$ cat src/rtl/des_ks_pkg.sv
package des_ks_pkg;
  localparam int BYTE_W  = 8;
  localparam int NBYTES  = 8;
  localparam int HALF_W  = 28;
  localparam int CD_W    = 2 * HALF_W;
  localparam int RK_W    = 48;
  localparam int NROUNDS = 16;
  localparam int IDX_W   = $clog2(NROUNDS);
  localparam int CNT_W   = $clog2(NBYTES);

  // half-register position (1..56) -> key bit number (1..64)
  localparam int unsigned PC1_T [CD_W] = '{
    57, 49, 41, 33, 25, 17,  9,  1, 58, 50, 42, 34, 26, 18,
    10,  2, 59, 51, 43, 35, 27, 19, 11,  3, 60, 52, 44, 36,
    63, 55, 47, 39, 31, 23, 15,  7, 62, 54, 46, 38, 30, 22,
    14,  6, 61, 53, 45, 37, 29, 21, 13,  5, 28, 20, 12,  4};

  // round key bit (1..48) -> half-register position (1..56)
  localparam int unsigned PC2_T [RK_W] = '{
    14, 17, 11, 24,  1,  5,  3, 28, 15,  6, 21, 10,
    23, 19, 12,  4, 26,  8, 16,  7, 27, 20, 13,  2,
    41, 52, 31, 37, 47, 55, 30, 40, 51, 45, 33, 48,
    44, 49, 39, 56, 34, 53, 46, 42, 50, 36, 29, 32};

  // bit r set: round r+1 rotates by one place, else by two
  localparam logic [NROUNDS-1:0] ONE_PLACE = 16'h8103;

  // rotate both halves independently; position 1 sits at the MSB
  function automatic logic [CD_W-1:0] rot_cd(input logic [CD_W-1:0] v,
                                             input logic right,
                                             input logic two);
    logic [HALF_W-1:0] h [2];
    h[0] = v[CD_W-1:HALF_W];
    h[1] = v[HALF_W-1:0];
    for (int i = 0; i < 2; i++) begin
      if (!right)
        h[i] = two ? {h[i][HALF_W-3:0], h[i][HALF_W-1:HALF_W-2]}
                   : {h[i][HALF_W-2:0], h[i][HALF_W-1]};
      else
        h[i] = two ? {h[i][1:0], h[i][HALF_W-1:2]}
                   : {h[i][0], h[i][HALF_W-1:1]};
    end
    return {h[0], h[1]};
  endfunction
endpackage

$ cat src/rtl/des_ks_seq.sv
module des_ks_seq
  import des_ks_pkg::*;
(
  input  logic             clk,
  input  logic             rst_n,
  input  logic             key_valid,
  input  logic             mode_i,
  input  logic             step_i,
  output logic [CNT_W-1:0] cnt_o,
  output logic             prime_o,
  output logic             ready_o,
  output logic             dec_o,
  output logic             step_en_o,
  output logic [IDX_W-1:0] idx_o
);
  logic [CNT_W-1:0] cnt_q, cnt_nx;
  logic [IDX_W-1:0] idx_q, idx_nx;
  logic prime_q, prime_nx, ready_q, ready_nx, dec_q, dec_nx;
  logic last_byte, step_en;

  assign last_byte = key_valid && (cnt_q == CNT_W'(NBYTES - 1));
  assign step_en   = ready_q && step_i && !key_valid;

  always_comb begin
    cnt_nx   = key_valid ? cnt_q + CNT_W'(1) : cnt_q;
    prime_nx = last_byte;
    ready_nx = ready_q;
    if (key_valid)    ready_nx = 1'b0;
    else if (prime_q) ready_nx = 1'b1;
    dec_nx   = last_byte ? mode_i : dec_q;
    idx_nx   = idx_q;
    if (prime_q)      idx_nx = '0;
    else if (step_en) idx_nx = idx_q + IDX_W'(1);
  end

  always_ff @(posedge clk or negedge rst_n) begin
    if (!rst_n) begin
      cnt_q   <= '0;
      prime_q <= 1'b0;
      ready_q <= 1'b0;
      dec_q   <= 1'b0;
      idx_q   <= '0;
    end else begin
      cnt_q   <= cnt_nx;
      prime_q <= prime_nx;
      ready_q <= ready_nx;
      dec_q   <= dec_nx;
      idx_q   <= idx_nx;
    end
  end

  assign cnt_o     = cnt_q;
  assign prime_o   = prime_q;
  assign ready_o   = ready_q;
  assign dec_o     = dec_q;
  assign step_en_o = step_en;
  assign idx_o     = idx_q;


  ready_drop_chk: assert property (@(posedge clk) disable iff (!rst_n)
    key_valid |=> !ready_q);

  ready_rise_chk: assert property (@(posedge clk) disable iff (!rst_n)
    $rose(ready_q) |-> $past(last_byte, 2));

  idx_wrap_chk: assert property (@(posedge clk) disable iff (!rst_n)
    step_en && (idx_q == IDX_W'(NROUNDS - 1)) |=> idx_q == '0);

  idx_hold_chk: assert property (@(posedge clk) disable iff (!rst_n)
    ready_q && !step_i && !key_valid |=> $stable(idx_q));

  mode_hold_chk: assert property (@(posedge clk) disable iff (!rst_n)
    !last_byte |=> $stable(dec_q));
endmodule

$ cat src/rtl/des_ks_cdreg.sv
module des_ks_cdreg
  import des_ks_pkg::*;
(
  input  logic             clk,
  input  logic             rst_n,
  input  logic [BYTE_W-1:1] key_bits,
  input  logic             key_valid,
  input  logic [CNT_W-1:0] cnt_i,
  input  logic             prime_i,
  input  logic             dec_i,
  input  logic             step_en_i,
  input  logic [IDX_W-1:0] idx_i,
  output logic [CD_W-1:0]  cd_o
);
  logic [CD_W-1:0] cd_q, cd_nx, ld_val;
  logic [IDX_W-1:0] enc_r, dec_r;
  logic two;

  // each half-register position listens to one byte slot and one bit
  for (genvar p = 1; p <= CD_W; p++) begin : g_ld
    localparam int unsigned SRC = PC1_T[p-1] - 1;
    localparam int unsigned BI  = SRC / BYTE_W;
    localparam int unsigned BB  = BYTE_W - 1 - (SRC % BYTE_W);
    assign ld_val[CD_W-p] = (cnt_i == CNT_W'(BI)) ? key_bits[BB] : cd_q[CD_W-p];
  end

  assign enc_r = idx_i + IDX_W'(1);
  assign dec_r = IDX_W'(NROUNDS - 1) - idx_i;
  assign two   = !ONE_PLACE[dec_i ? dec_r : enc_r];

  always_comb begin
    cd_nx = cd_q;
    if (key_valid)               cd_nx = ld_val;
    else if (prime_i && !dec_i)  cd_nx = rot_cd(cd_q, 1'b0, 1'b0);
    else if (step_en_i)          cd_nx = rot_cd(cd_q, dec_i, two);
  end

  always_ff @(posedge clk or negedge rst_n) begin
    if (!rst_n) cd_q <= '0;
    else        cd_q <= cd_nx;
  end

  assign cd_o = cd_q;


  half_pop_chk: assert property (@(posedge clk) disable iff (!rst_n)
    step_en_i |=> $countones(cd_q[CD_W-1:HALF_W]) == $past($countones(cd_q[CD_W-1:HALF_W])));

  cd_hold_chk: assert property (@(posedge clk) disable iff (!rst_n)
    !key_valid && !prime_i && !step_en_i |=> $stable(cd_q));
endmodule

$ cat src/rtl/des_ks_pc2.sv
module des_ks_pc2
  import des_ks_pkg::*;
(
  input  logic [CD_W-1:0] cd_i,
  output logic [RK_W-1:0] rk_o
);
  logic [CD_W-1:0] cd_unused;
  assign cd_unused = cd_i;

  for (genvar j = 1; j <= RK_W; j++) begin : g_sel
    assign rk_o[RK_W-j] = cd_i[CD_W-PC2_T[j-1]];
  end
endmodule

$ cat src/rtl/des_key_sched_ser.sv
module des_key_sched_ser
  import des_ks_pkg::*;
(
  input  logic              clk,
  input  logic              rst_n,
  input  logic [BYTE_W-1:0] key_byte,
  input  logic              key_valid,
  input  logic              mode,
  input  logic              step,
  output logic              key_ready,
  output logic [IDX_W-1:0]  round_idx,
  output logic [RK_W-1:0]   round_key
);
  logic [1:0] rs_q;
  logic rst_i, parity_unused;
  logic [CNT_W-1:0] cnt;
  logic prime, dec, step_en;
  logic [CD_W-1:0] cd;

  always_ff @(posedge clk or negedge rst_n) begin
    if (!rst_n) rs_q <= 2'b00;
    else        rs_q <= {rs_q[0], 1'b1};
  end
  assign rst_i = rs_q[1];
  assign parity_unused = key_byte[0];

  des_ks_seq u_seq (
    .clk(clk), .rst_n(rst_i), .key_valid(key_valid), .mode_i(mode),
    .step_i(step), .cnt_o(cnt), .prime_o(prime), .ready_o(key_ready),
    .dec_o(dec), .step_en_o(step_en), .idx_o(round_idx));

  des_ks_cdreg u_cd (
    .clk(clk), .rst_n(rst_i), .key_bits(key_byte[BYTE_W-1:1]),
    .key_valid(key_valid), .cnt_i(cnt), .prime_i(prime), .dec_i(dec),
    .step_en_i(step_en), .idx_i(round_idx), .cd_o(cd));

  des_ks_pc2 u_pc2 (.cd_i(cd), .rk_o(round_key));
endmodule

$ cat config.mk
export PLATFORM = sky130hd
export DESIGN_NAME = des_key_sched_ser
export DESIGN_NICKNAME = d
export VERILOG_FILES = /design/src/rtl/des_ks_pkg.sv /design/src/rtl/des_ks_seq.sv /design/src/rtl/des_ks_cdreg.sv /design/src/rtl/des_ks_pc2.sv /design/src/rtl/des_key_sched_ser.sv
export SDC_FILE = /design/constraint.sdc
export NUM_CORES = 1
export LEC_CHECK = 0
export BUFFER_PORTS_ARGS = -buffer_cell sky130_fd_sc_hd__buf_2
export CAP_MARGIN = 30
export CORE_UTILIZATION = 50
export DETAILED_ROUTE_END_ITERATION = 10
export PLACE_DENSITY = 0.7
export SETUP_SLACK_MARGIN = 0.05
export SKIP_CTS_REPAIR_TIMING = 1
export SYNTH_ARGS = -nofsm -noshare
export SYNTH_HDL_FRONTEND = slang
export SYNTH_HIERARCHICAL = 1
export SYNTH_SLANG_ARGS = --single-unit
export TNS_END_PERCENT = 10
$ cat constraint.sdc
create_clock -name clk -period 3.2 [get_ports clk]
set_clock_uncertainty 0.1 [all_clocks]
set_input_delay 0.48 -clock clk [delete_from_list [all_inputs] [get_ports clk]]
set_output_delay 0.48 -clock clk [all_outputs]
set_load 0.01 [all_outputs]
==> results.json, run 1 <==
{
  "leakage_nw": 2.60,
  "ant_nets": 0,
  "synth_edf_count": 0,
  "ys_seq_area_frac": 0.300,
  "synth_common_cells": "nand2_1 (103), dfrtp_1 (68), o22ai_1 (55), a21oi_1 (52), buf_4 (50)",
  "cts_root_buf": "clkbuf_16",
  "drt_iter0_drc": 801,
  "initial_core_util": 0.518,
  "syn_nets": 690,
  "worstPathRequired_ns": 3.30,
  "drc": 0,
  "power_frac_comb": 0.581,
  "instances_no_fill": 819,
  "ys_warn_count": 6,
  "numPortBuffers": 64,
  "multi_input_area_sq_um": 3360,
  "grt_pass1_vias": 5362,
  "grt_antenna_before_repair": 0,
  "die_w_um": 108,
  "ys.flop_type": "dfrtp_1",
  "synthCells": 673,
  "area_growth_pct": 7.75,
  "nets": 691,
  "die-height_um": 108,
  "dieArea_sq_um": 11800,
  "worst-endpoint-arrival_ns": 3.00,
  "grt_pass1_wl_mm": 29.5,
  "crit_type": "flop to flop",
  "yosys.area.top_type": "dfrtp_1",
  "rsz0062_at_grt": "no",
  "place.gp.congestion": 0.935,
  "async_flop_share": 1.00,
  "numCtsBuffers": 9,
  "p_sw_mw": 3.70,
  "drv_cap": 0,
  "synth_top_area_frac": 0.300,
  "tightest_slew_ns": 1.03,
  "post-place-ws_ns": 0.343,
  "max_freq_mhz": 346,
  "ys_ff_latch": 68,
  "yosysMostFrequentCell": "nand2_1",
  "overflow": 0,
  "cts_tree": "done",
  "power_mw": 7.58,
  "drive_above_1_share": 0.259,
  "clkTransAtPathRegs_ns": 0.06,
  "io_pins": 66,
  "status": "finished clean",
  "register_area_sq_um": 1700,
  "setup_viol": 0,
  "relSlewSlack": 0.309,
  "syn_area_sq_um": 5660,
  "ir_worst_vdd_mv": 0.525,
  "power_density_nw_per_um2": 1240,
  "crit_path_start_kind": "flop",
  "ys_top_cells_by_area": "dfrtp_1 (30%), mux2_2 (8.0%), nand2_1 (6.8%)",
  "holdWs_ns": 0.194,
  "endpoint_kind": "flop",
  "wire_per_inst_um": 23.4,
  "synth.distinct_cells": 62,
  "viasPerCell": 7.10,
  "n_fill_cell": 1013,
  "coreArea_sq_um": 10900,
  "slew_violations": 0,
  "dp_hpwl_mm": 12.2,
  "antenna_cells": 0,
  "wl_mm": 19.1,
  "post-route-min-period_ns": 2.89,
  "dp_cells": 801,
  "htree_num_levels": 3,
  "internal-power_mw": 3.88,
  "stdcell_area_sq_um": 6100,
  "fin_ws_ns": 0.308,
  "hp-class": "flop to async pin",
  "tns_ns": 0,
  "period_share": 0.904,
  "postSynthAreaPerCell_sq_um": 8.42,
  "grt_usage": 0.332,
  "placementRows": 38,
  "clockBufferDepth": 2,
  "post-route-util": 0.558,
  "numClockSinks": 68,
  "dpl_cell_area_sq_um": 5780,
  "drt_pass1_iterations": 6,
  "path_max_fanout": 14,
  "dr_total_vias": 5816,
  "clock_power_share": 0.137,
  "seq_power_share": 0.282,
  "grt_max_degree": 49,
  "clk_latency_ns": 0.34,
  "hold_viol_final": 0,
  "switching_share": 0.488
}
[cells in the final DEF (no fill, tap or decap), types with 4 or more instances in the layout]
cell / n
a211oi_2: 4
a21o_1: 7
a21oi_1: 52
a221oi_1: 43
a22oi_1: 9
a31oi_1: 15
and2_1: 5
and3_1: 5
buf_2: 64
buf_4: 24
clkbuf_16: 9
dfrtp_1: 67
ha_1: 4
mux2_2: 40
mux2_4: 6
mux2i_1: 13
nand2_1: 103
nand2b_1: 12
nand3_1: 32
nor2_1: 32
o2111ai_1: 4
o21a_1: 4
o21ai_0: 4
o22ai_1: 55
xor2_1: 4
[sequential cells by signal, summed over array words and instances (netlist names)]
register	flops
u_seq/dec_o	1
u_seq/prime_o	1
rs_q	2
u_seq/idx_o	4
u_seq/cnt_o	3
u_seq/ready_o	1
u_cd/cd_o	56
[metal layers]
layer / part of all wire / routed length, um / vias up / GRT usage
met1: 0.39 / 7480 / 2777 / 0.440
met4: 0.037 / 714 / 0 / 0.151
met5: 0 / 0 / - / 0
met2: 0.45 / 8580 / 465 / 0.502
li1: - / - / 2495 / -
met3: 0.12 / 2380 / 79 / 0.0898
[area by class of cell]
type,count,area share
Multi-Input combinational cell,501,0.550
Sequential cell,68,0.279
Timing Repair Buffer,91,0.0902
Clock buffer,12,0.0420
Tap cell,140,0.0287
Clock inverter,4,0.00779
Inverter,3,0.00185
[critical path: stages, from the launching register on]
cell and delay, ns:
dfrtp_1 0.56, ha_1 0.29, nor2_1 0.09, xnor2_2 0.31, mux2i_4 0.67, buf_4 0.25, mux2_2 0.33, nand2_1 0.07
a31oi_1 0.08
[power by group through the flow]
stage               Combinational [mW]  Sequential (mW)  Clock [mW]
global placement                  4.19             2.09           0
CTS                               4.28             2.10        1.05
finish                            4.41             2.13        1.04
floorplan                         3.68             1.80           0
global route                      4.69             2.21        1.08
detailed placement                4.26             2.11           0
[final timing paths]
kind                                             from                        end  slack (ns)  cells past startpoint
min reg2reg                         rs_q[1]$_DFF_PN0_  u_cd/cd_o[43]$_DFFE_PN0P_        0.19                      0
max in group asynchronous           rs_q[1]$_DFF_PN0_   u_cd/cd_o[3]$_DFFE_PN0P_        2.18                      1
max                        u_seq/idx_o[0]$_DFFE_PN0P_  u_cd/cd_o[45]$_DFFE_PN0P_        0.31                      8
min                                 rs_q[1]$_DFF_PN0_  u_cd/cd_o[43]$_DFFE_PN0P_        0.19                      0
max reg2reg                u_seq/idx_o[0]$_DFFE_PN0P_  u_cd/cd_o[45]$_DFFE_PN0P_        0.31                      8
min in group clk                    rs_q[0]$_DFF_PN0_          rs_q[1]$_DFF_PN0_        0.25                      0
[cell families (layout without fill, tap and decap cells)]
group / count (synthesis) / after routing / synth area share
buf+inv: 104 / 110 / 0.109
other cells: 1 / 1 / 0.000662
flops: 68 / 68 / 0.300
fa+ha+maj: 4 / 4 / 0.00884
mux: 62 / 62 / 0.126
compound gates: 222 / 222 / 0.276
xor+xnor: 6 / 6 / 0.0106
simple gates: 206 / 206 / 0.168
(Power assumes the default switching activity.)
==> run 2: changes to the inputs <==
--- a/config.mk
+++ b/config.mk
@@ -7,9 +7,11 @@
 export LEC_CHECK = 0
 export BUFFER_PORTS_ARGS = -buffer_cell sky130_fd_sc_hd__buf_2
 export CAP_MARGIN = 30
-export CORE_UTILIZATION = 50
+export CELL_PAD_IN_SITES_DETAIL_PLACEMENT = 2
+export CELL_PAD_IN_SITES_GLOBAL_PLACEMENT = 2
+export CORE_UTILIZATION = 39
 export DETAILED_ROUTE_END_ITERATION = 10
-export PLACE_DENSITY = 0.7
+export PLACE_DENSITY_LB_ADDON = 0.1
 export SETUP_SLACK_MARGIN = 0.05
 export SKIP_CTS_REPAIR_TIMING = 1
 export SYNTH_ARGS = -nofsm -noshare
==> results.json, run 2 (same netlist as run 1, synthesis figures left out) <==
{
  "status": "finished clean",
  "nets": 701,
  "largest_reg_flops": 56,
  "post-route-min-period_ns": 2.85,
  "worstPathRequired_ns": 3.33,
  "rsz0062_at_grt": "no",
  "hp-class": "flop to async pin",
  "drive_above_1_share": 0.267,
  "die-height_um": 123,
  "clk_latency_ns": 0.35,
  "relSlewSlack": 0.302,
  "worstReg2RegStart": "u_seq/idx_o[1]$_DFFE_PN0P_",
  "drt_pass1_iterations": 5,
  "setup_viol": 0,
  "ant_nets": 0,
  "cts_tree": "done",
  "worst-endpoint-arrival_ns": 2.98,
  "crit_type": "flop to flop",
  "post-route-util": 0.441,
  "crit_path_frequent_cell": "nor2_1",
  "internal-power_mw": 3.87,
  "path_max_fanout": 17,
  "drc": 0,
  "worstRegToRegCells": 9,
  "ir_worst_vdd_mv": 0.615,
  "dieArea_sq_um": 15000,
  "final_cell_mix": "nand2_1 (103), dfrtp_1 (67), buf_2 (65)",
  "overflow": 0,
  "wire_per_inst_um": 28.6,
  "seq_power_share": 0.275,
  "stdcell_area_sq_um": 6200,
  "switching_share": 0.512,
  "clkTransAtPathRegs_ns": 0.06,
  "clockBufferDepth": 2,
  "crit_slowest_cell": "dfrtp_1",
  "wl_mm": 24.9,
  "cts_root_buf": "clkbuf_16",
  "io_pins": 66,
  "tightest_slew_ns": 1.04,
  "crit_path_cell_trace": "ha_1 -> nor2_1 -> a22oi_2 -> buf_4 -> mux2i_4 -> buf_12 -> mux2_4 -> a211oi_2 -> nor2_1",
  "viasPerCell": 6.84,
  "grt_antenna_before_repair": 0,
  "n_fill_cell": 1580,
  "dp_hpwl_mm": 16.5,
  "mostFrequentLayoutCell": "nand2_1",
  "numCtsBuffers": 9,
  "dpl_cell_area_sq_um": 5910,
  "drv_cap": 0,
  "leakage_nw": 2.64,
  "area_growth_pct": 9.39,
  "power_frac_comb": 0.603,
  "grt_pass1_vias": 6239,
  "hold_viol_final": 0,
  "antenna_cells": 0,
  "placementRows": 43,
  "numClockSinks": 68,
  "endpoint_kind": "flop",
  "htree_num_levels": 3,
  "drt_iter0_drc": 574,
  "power_density_nw_per_um2": 1280,
  "slowest_delay_ns": 0.53,
  "holdWs_ns": 0.247,
  "grt_max_degree": 49,
  "numPortBuffers": 64,
  "grt_usage": 0.343,
  "clock_power_share": 0.122,
  "grt_pass1_wl_mm": 37.6,
  "initial_core_util": 0.403,
  "coreArea_sq_um": 14000,
  "reg2reg_to": "u_cd/cd_o[29]$_DFFE_PN0P_",
  "slew_violations": 0,
  "period_share": 0.890,
  "max_freq_mhz": 351,
  "place.gp.congestion": 0.868,
  "ff2ff_setup_slack_ns": 0.35,
  "tns_ns": 0,
  "die_w_um": 123,
  "crit_path_start_kind": "flop",
  "p_sw_mw": 4.06,
  "dr_total_vias": 5940
}
run 2: routing by layer:
layer,wire [um],track usage
met1,10600,0.451
met2,11500,0.541
met3,1680,0.0460
met4,1160,0.192
met5,0,0
run 2: layout make-up:
cell class,count,area (sq um),share of cell area
Clock buffer,14,264,0.0426
Clock inverter,2,10.0,0.00162
Inverter,3,11.3,0.00182
Multi-Input combinational cell,501,3360,0.542
Sequential cell,68,1700,0.275
Tap cell,180,225,0.0363
Timing Repair Buffer,101,623,0.101
run 2: worst max-delay path: cells and delay by family (launching register included):
family / cells / cell delay, ns
adders and majority gates: 1 / 0.35
muxes: 2 / 0.72
buffers and inverters: 2 / 0.47
DFF: 1 / 0.53
and+or+nand+nor: 2 / 0.21
AOI/OAI and AO/OA: 2 / 0.32
run 2: through the flow:
| step | setup WS [ns] | power [mW] | std cells |
|---|---|---|---|
| finish | 0.353 | 7.93 | 869 |
| global route | 0.264 | 8.34 | 869 |
| CTS | 0.388 | 7.85 | 868 |
| detailed placement | 0.386 | 6.83 | 852 |
| global placement | 0.459 | 6.61 | 850 |
| floorplan | 0.762 | 5.48 | 673 |
run 2: power by group through the flow:
stage | Sequential, mW | Clock [mW] | Combinational [mW]
after global placement | 2.12 | 0 | 4.49
after detailed placement | 2.17 | 0 | 4.67
final | 2.18 | 0.970 | 4.78
after global routing | 2.27 | 1.01 | 5.05
after floorplan | 1.80 | 0 | 3.68
after CTS | 2.16 | 0.981 | 4.71
run 2: how the worst max path moves through the flow:
stage | startpoint | endpoint | slack [ns]
after floorplan | u_seq/idx_o[0]$_DFFE_PN0P_ | u_cd/cd_o[51]$_DFFE_PN0P_ | 0.76
after global placement | key_valid | u_cd/cd_o[19]$_DFFE_PN0P_ | 0.46
after detailed placement | key_valid | u_cd/cd_o[19]$_DFFE_PN0P_ | 0.39
after CTS | u_seq/idx_o[1]$_DFFE_PN0P_ | u_cd/cd_o[3]$_DFFE_PN0P_ | 0.39
after global routing | u_seq/idx_o[1]$_DFFE_PN0P_ | u_cd/cd_o[48]$_DFFE_PN0P_ | 0.26
final | u_seq/idx_o[1]$_DFFE_PN0P_ | u_cd/cd_o[29]$_DFFE_PN0P_ | 0.35
